File: src/rtl/spi_hold_pkg.sv
package spi_hold_pkg;

    localparam int unsigned PIN_W = 3;

    // synchronised pin bundle, bit order {cs_n, sck, hold_n}
    typedef struct packed {
        logic cs_n;
        logic sck;
        logic hold_n;
    } pins_t;

    localparam pins_t PINS_IDLE = '{cs_n: 1'b1, sck: 1'b0, hold_n: 1'b1};

    typedef struct packed {
        logic hold;
        logic cs_prev;
        logic sck_prev;
        logic rst;
    } pause_st_t;

    typedef struct packed {
        logic samp;
        logic shift;
        logic oe;
        logic dout;
    } gate_st_t;

endpackage

File: src/rtl/spi_hold_sync.sv
module spi_hold_sync #(
    parameter int unsigned STAGES = 2,
    parameter int unsigned W      = 3,
    parameter logic [W-1:0] RST_VAL = '0
) (
    input  logic         clk,
    input  logic         rst_n,
    input  logic [W-1:0] din,
    output logic [W-1:0] dout
);
    localparam int unsigned LAST = STAGES - 1;

    logic [W-1:0] stage_q [STAGES];

    genvar g;
    generate
        for (g = 0; g < STAGES; g++) begin : g_stage
            logic [W-1:0] stage_d;
            if (g == 0) begin : g_first
                always_comb stage_d = din;
            end else begin : g_next
                always_comb stage_d = stage_q[g-1];
            end
            always_ff @(posedge clk or negedge rst_n) begin
                if (!rst_n) stage_q[g] <= RST_VAL;
                else        stage_q[g] <= stage_d;
            end
        end
    endgenerate

    assign dout = stage_q[LAST];
endmodule

File: src/rtl/spi_hold_pause.sv
module spi_hold_pause
    import spi_hold_pkg::*;
(
    input  logic  clk,
    input  logic  rst_n,
    input  pins_t pins_s,
    output logic  hold_nxt,
    output logic  hold_cur,
    output logic  sck_rise,
    output logic  sck_fall,
    output logic  rst_pulse
);
    pause_st_t st_d, st_q;

    always_comb begin
        st_d          = st_q;
        st_d.cs_prev  = pins_s.cs_n;
        st_d.sck_prev = pins_s.sck;
        if (pins_s.cs_n)
            st_d.hold = 1'b0;
        else if (!pins_s.sck)
            st_d.hold = ~pins_s.hold_n;
        st_d.rst = pins_s.cs_n & ~st_q.cs_prev & st_q.hold;
    end

    always_ff @(posedge clk or negedge rst_n) begin
        if (!rst_n) begin
            st_q <= '{hold: 1'b0, cs_prev: 1'b1, sck_prev: 1'b0, rst: 1'b0};
        end else begin
            st_q <= st_d;
        end
    end

    assign hold_nxt  = st_d.hold;
    assign hold_cur  = st_q.hold;
    assign sck_rise  = pins_s.sck & ~st_q.sck_prev;
    assign sck_fall  = ~pins_s.sck & st_q.sck_prev;
    assign rst_pulse = st_q.rst;

    // pause state moves only during a low serial clock or a deselect
    assert_hold_moves_low_R5: assert property (@(posedge clk) disable iff (!rst_n)
        !$stable(st_q.hold) |-> $past(!pins_s.sck || pins_s.cs_n));

    assert_no_hold_deselected_R8: assert property (@(posedge clk) disable iff (!rst_n)
        pins_s.cs_n |=> !st_q.hold);

    assert_rst_single_R9: assert property (@(posedge clk) disable iff (!rst_n)
        st_q.rst |=> !st_q.rst);

    assert_rst_clears_hold_R9: assert property (@(posedge clk) disable iff (!rst_n)
        st_q.rst |-> !st_q.hold);
endmodule

File: src/rtl/spi_hold_gate.sv
module spi_hold_gate
    import spi_hold_pkg::*;
(
    input  logic clk,
    input  logic rst_n,
    input  logic cs_n_s,
    input  logic hold_nxt,
    input  logic sck_rise,
    input  logic sck_fall,
    input  logic sdo_in,
    output logic samp_en,
    output logic shift_en,
    output logic so_oe,
    output logic sdo_out
);
    gate_st_t st_d, st_q;
    logic     live;

    always_comb begin
        live       = ~cs_n_s & ~hold_nxt;
        st_d       = st_q;
        st_d.samp  = sck_rise & live;
        st_d.shift = sck_fall & live;
        st_d.oe    = live;
        st_d.dout  = sdo_in;
    end

    always_ff @(posedge clk or negedge rst_n) begin
        if (!rst_n) st_q <= '0;
        else        st_q <= st_d;
    end

    assign samp_en  = st_q.samp;
    assign shift_en = st_q.shift;
    assign so_oe    = st_q.oe;
    assign sdo_out  = st_q.dout;

    assert_edges_exclusive_R2: assert property (@(posedge clk) disable iff (!rst_n)
        st_q.samp |-> !st_q.shift);

    assert_samp_single_R2: assert property (@(posedge clk) disable iff (!rst_n)
        st_q.samp |=> !st_q.samp);

    assert_shift_single_R3: assert property (@(posedge clk) disable iff (!rst_n)
        st_q.shift |=> !st_q.shift);
endmodule

File: src/rtl/spi_hold_ctrl.sv
module spi_hold_ctrl
    import spi_hold_pkg::*;
#(
    parameter int unsigned SYNC_STAGES = 2
) (
    input  logic clk,
    input  logic rst_n,
    input  logic cs_n_pin,
    input  logic sck_pin,
    input  logic hold_n_pin,
    input  logic sdo_in,
    output logic samp_en,
    output logic shift_en,
    output logic so_oe,
    output logic sdo_out,
    output logic int_rst,
    output logic hold_active
);
    pins_t pins_raw, pins_s;
    logic  hold_nxt, sck_rise, sck_fall;

    assign pins_raw = '{cs_n: cs_n_pin, sck: sck_pin, hold_n: hold_n_pin};

    spi_hold_sync #(
        .STAGES (SYNC_STAGES),
        .W      (PIN_W),
        .RST_VAL(PINS_IDLE)
    ) u_sync (
        .clk  (clk),
        .rst_n(rst_n),
        .din  (pins_raw),
        .dout (pins_s)
    );

    spi_hold_pause u_pause (
        .clk      (clk),
        .rst_n    (rst_n),
        .pins_s   (pins_s),
        .hold_nxt (hold_nxt),
        .hold_cur (hold_active),
        .sck_rise (sck_rise),
        .sck_fall (sck_fall),
        .rst_pulse(int_rst)
    );

    spi_hold_gate u_gate (
        .clk     (clk),
        .rst_n   (rst_n),
        .cs_n_s  (pins_s.cs_n),
        .hold_nxt(hold_nxt),
        .sck_rise(sck_rise),
        .sck_fall(sck_fall),
        .sdo_in  (sdo_in),
        .samp_en (samp_en),
        .shift_en(shift_en),
        .so_oe   (so_oe),
        .sdo_out (sdo_out)
    );

    assert_quiet_in_hold_R7: assert property (@(posedge clk) disable iff (!rst_n)
        hold_active |-> (!samp_en && !shift_en && !so_oe));

    assert_rst_from_hold_R9: assert property (@(posedge clk) disable iff (!rst_n)
        int_rst |-> $past(hold_active));
endmodule

File: config.mk
export PLATFORM = sky130hd
export DESIGN_NAME = spi_hold_ctrl
export DESIGN_NICKNAME = d
export VERILOG_FILES = /design/src/rtl/spi_hold_pkg.sv /design/src/rtl/spi_hold_sync.sv /design/src/rtl/spi_hold_pause.sv /design/src/rtl/spi_hold_gate.sv /design/src/rtl/spi_hold_ctrl.sv
export SDC_FILE = /design/constraint.sdc
export NUM_CORES = 1
export LEC_CHECK = 0
export BUFFER_PORTS_ARGS = -buffer_cell sky130_fd_sc_hd__buf_2
export CAP_MARGIN = 10
export CORE_AREA = 4 4 41 43
export DETAILED_ROUTE_END_ITERATION = 6
export DIE_AREA = 0 0 45 47
export HOLD_SLACK_MARGIN = 0.02
export SETUP_SLACK_MARGIN = 0.5
export SLEW_MARGIN = 25
export SYNTH_ARGS = -nofsm -noshare
export SYNTH_HDL_FRONTEND = slang
export SYNTH_SLANG_ARGS = --single-unit
File: constraint.sdc
create_clock -name clk -period 1.3 [get_ports clk]
set_clock_uncertainty 0.1 [all_clocks]
set_input_delay 0.26 -clock clk [delete_from_list [all_inputs] [get_ports clk]]
set_output_delay 0.26 -clock clk [all_outputs]
set_load 0.05 [all_outputs]
Word level (Yosys, flattened, before mapping):

Index checks and enable logic that the tools add are counted.

* multiply operators: 0
* bitwise operators: 13
* add/sub/neg operators: 0
* mux-type cells: 2
* eq/ne operators: 0
* order comparisons: 0
* div/mod/pow operators: 0
* shifts and indexed selects: 0
* reduce and logical (&&, ||, !) cells: 0

Operators by type and width (count)
* $and 1x1->1: 7
* $not 1->1: 6
* $mux 1: 2

* RAM bits: 0
* word-level logic and storage cells: 25
* ROM bits: 0
* output and inout port bits: 6
* register bits after elaboration: 14
* memories kept: 0
* bits in latches: 0

Logic depth before layout (Yosys ltp):

* word-level depth: 6
* depth in mapped cells: 2

Cells and area by module:

Synthesis repeated with hierarchy kept, for this count alone.

* cell total of the unflattened synthesis: 24
* area, all modules: 415.4 µm²

By module, submodules not included
* spi_hold_sync: cells each 6, times used 1, area an instance 155.1 µm², sequential area each 155.1 µm²
* spi_hold_pause: cells each 11, times used 1, area an instance 141.4 µm², sequential area each 101.3 µm²
* spi_hold_gate: cells each 7, times used 1, area an instance 118.9 µm², sequential area each 100.1 µm²

Least setup slack after synthesis:

Ideal clock, no wire load.

* kind: register to register
* from: register u_pause.st_q, in the netlist u_pause.hold_cur
* to: register u_pause.st_q, in the netlist u_pause.hold_cur
* arrival: 0.949 ns
* setup time: 0.120 ns
* setup slack: 0.131 ns
* cell stages (with the launch flop): 3
* clock period less this slack: 1.169 ns
* cells stage by stage: dfrtp_1 -> nand2b_1 -> and3b_1

* cells in the longest elaborated chain, start to end: 2

RTL lines
* from (decl): line spi_hold_pause.sv:13 `pause_st_t st_d, st_q;`
* from (signal assigned): line spi_hold_pause.sv:28 `st_q <= '{hold: 1'b0, cs_prev: 1'b1, sck_prev: 1'b0, rst: 1'b0};`
* from (signal assigned): line spi_hold_pause.sv:30 `st_q <= st_d;`
* $mux 1: line spi_hold_pause.sv:21 `else if (!pins_s.sck)`
* $mux 1: line spi_hold_pause.sv:19 `if (pins_s.cs_n)`
* via hold_nxt: line spi_hold_ctrl.sv:20 `logic hold_nxt, sck_rise, sck_fall;`

The timed path passes the listed nets, and every way through them passes these cells.

Worst setup path after layout:

* from: register u_gate.st_q, in the netlist u_gate.so_oe
* to: output so_oe

RTL lines
* from (decl): line spi_hold_gate.sv:16 `gate_st_t st_d, st_q;`
* from (signal assigned): line spi_hold_gate.sv:30 `else st_q <= st_d;`
* to (decl): line spi_hold_ctrl.sv:14 `output logic so_oe,`

No word-level cell between the ends.

==> results.cfg <==
[sta]
fin_worst_hold_slack_ps = -11.5
timing.slew.headroom = 0.878
hold_violations = 2
fin_tns_setup_ps = 0
worst_slew_pin_slew_ps = 182
setup_viol = 0
finalMaxSlewViolations = 0
grt_setup_unrepaired = yes
fin_crit_ps = 1190
max_freq_ghz = 0.842
fin_crit_sh = 0.914
worst_slack_ps = 112

[final_layout]
antennaDiodeCount = 0
final_cell_mix = dfrtp_2 (7), buf_6 (6), dfstp_2 (5), clkbuf_4 (4), buf_2 (4)
layout.cells.non_filler = 57
drive_above_1_share = 0.786
area_growth_syn_to_layout_pct = 53.6
nets = 49
final_common_cell = dfrtp_2

[cts]
clockBufferDepth = 2
tritoncts = built
htree_levels = 1
hold_buffers = 3
path_clk_slew_ps = 80
insertion_delay_ps = 270
cts_buffers = 3
root_buffer = clkbuf_4
clock_sinks = 14

[critical_path]
cp-start-kind = register
cp_max_fo = 1
critical-path-slowest-cell = dfrtp_2
critPathMaxStageDelay_ps = 410
path_class = reg2out
path_depth = 1
crit_arrival_ps = 830
rr_worst_depth = 3
cp-end-kind = output port
cp-startpoint = u_gate.so_oe
r2r_end = u_pause.hold_cur
endpoint = so_oe
crit_buf_inv = 1
r2r_slack_ps = 240
r2r-start = u_pause.hold_cur
crit_chain = buf_6
cpLargestDelayFamily = flip-flops
required_ps = 940

[pwr]
comb_power_share = 0.114
p_sw_uw = 196
internal-power_uw = 679
seq_power_share = 0.546
swShare = 0.224
clock_power_share = 0.340
ir_worst_vdd_mv = 0.638
total_power_uw = 875
p_per_area_nw_per_um2 = 1360
p_leak_uw = 0.000289

[route]
finalWirelength_um = 645
drt_first_pass_iters = 1
wire_per_inst_um = 11.3
drtIter0Drc = 0
dr_total_vias = 241
drc = 0
vias_per_cell = 4.23
antenna_left = 0

[synth]
syn_avg_cell_area_sq_um = 19.0
ys_ff_latch = 14
yosysWarnings = 0
yosysSeqAreaShare = 0.853
synthesis.area_sq_um = 418
syn_nets = 28
synth_cell_types = 9
yosysTopAreaCell = dfrtp_1
synth_area_leaders = dfrtp_1 (54%), dfstp_2 (31%), nor4b_2 (3.6%)
netlist_instances = 22
synth_top_area_frac = 0.539

[floorplanning]
fp.dieW_um = 45
die_area_sq_um = 2120
core_area_sq_um = 1300
die_h_um = 47
fp-row-count = 13
initial_core_util = 0.321
ios = 12

[global_routing]
grt_max_degree = 15
grt_usage = 0.0752
grt_pass1_vias = 256
grt_pass1_wl_um = 1060
gr-total-overflow = 0
antenna_found_initial = 0

[run_status]
violations = negative hold slack
status = finished with violations

[placement]
dp.cells = 48
pre_cts_slack_ps = 284
gp_congestion = 0.636
portBuffers = 11

[job]
drv_cap = 0

[hold_path]
hold_path.class = in2reg
how the worst min path moves through the flow:
| stage | from | endpoint | cells past startpoint |
|---|---|---|---|
| after floorplan | rst_n | u_gate.samp_en | 0 |
| after global placement | rst_n | u_sync.g_stage[1].stage_d[1] | 1 |
| after detailed placement | rst_n | u_sync.g_stage[1].stage_d[1] | 1 |
| after CTS | sck_pin | u_sync.g_stage[1].stage_d[1] | 1 |
| after global routing | sdo_in | u_gate.sdo_out | 1 |
| final | sck_pin | u_sync.g_stage[1].stage_d[1] | 1 |
registers in the layout, summed over array words and instances, names as in the netlist:
register	flops
u_pause.hold_cur	1
u_pause.rst_pulse	1
u_gate.sdo_out	1
u_gate.so_oe	1
u_sync.g_stage.stage_d	3
u_gate.shift_en	1
u_gate.samp_en	1
u_pause.st_q	2
u_sync.dout	3
worst register-to-register path: cells and delay by family (launching register included):
family	cells	cell delay, ps
and+or+nand+nor	2	290
buffers and inverters	1	150
DFF	1	410
metal layers:
layer,vias up,part of all wire,track usage,wire length (um)
met1,115,0.39,0.0876,250
met4,0,0.0078,0.0877,5
met2,11,0.49,0.0989,318
li1,113,-,-,-
met5,-,0,0,0
met3,2,0.11,0.0268,71
per-stage QoR:
| stage | util | cell area (sq um) | hold WS [ps] |
|---|---|---|---|
| floorplan | - | 433 | -136 |
| global placement | 0.389 | 507 | 54.9 |
| detailed placement | 0.389 | 507 | 59.7 |
| CTS | 0.484 | 629 | -20.5 |
| global route | 0.493 | 642 | -24.7 |
| finish | 0.493 | 642 | -11.5 |
area by class of cell:
class | instances | area [sq um]
fillers | 119 | 659
clock buffers | 4 | 36.3
repair buffers | 16 | 140
well taps | 15 | 18.8
flip-flops and latches | 14 | 365
multi-input cells | 8 | 81.3
power by group through the flow:
stage	clock (uW)	combinational, uW	sequential [uW]
2_1_floorplan	0	12.0	515
3_3_place_gp	0	68.6	483
3_5_place_dp	0	69.6	485
4_1_cts	311	96.0	477
5_1_grt	330	106	481
6_report	298	99.4	478
Yosys cell counts:
| library cell | n |
|---|---|
| nor2_1 | 1 |
| dfstp_2 | 5 |
| and3b_1 | 1 |
| a21oi_1 | 1 |
| and4bb_2 | 1 |
| nor4b_2 | 1 |
| nand2b_1 | 2 |
| dfrtp_1 | 9 |
| nand2_1 | 1 |
cells by family after synthesis:
kind of cell / after synthesis / share of synthesized area
DFF: 14 / 0.853
AOI/OAI and AO/OA: 1 / 0.0120
and+or+nand+nor: 7 / 0.135
timing repair:
| action | 4_1_cts | 5_1_grt |
|---|---|---|
| cloned | 0 | 0 |
| setup endpoints to repair | 11 | 16 |
| buffers inserted | 2 | 0 |
| hold endpoints to repair | 15 | 2 |
| gates resized for setup | 13 | 3 |
No activity file was read; power rests on OpenSTA's default activity.
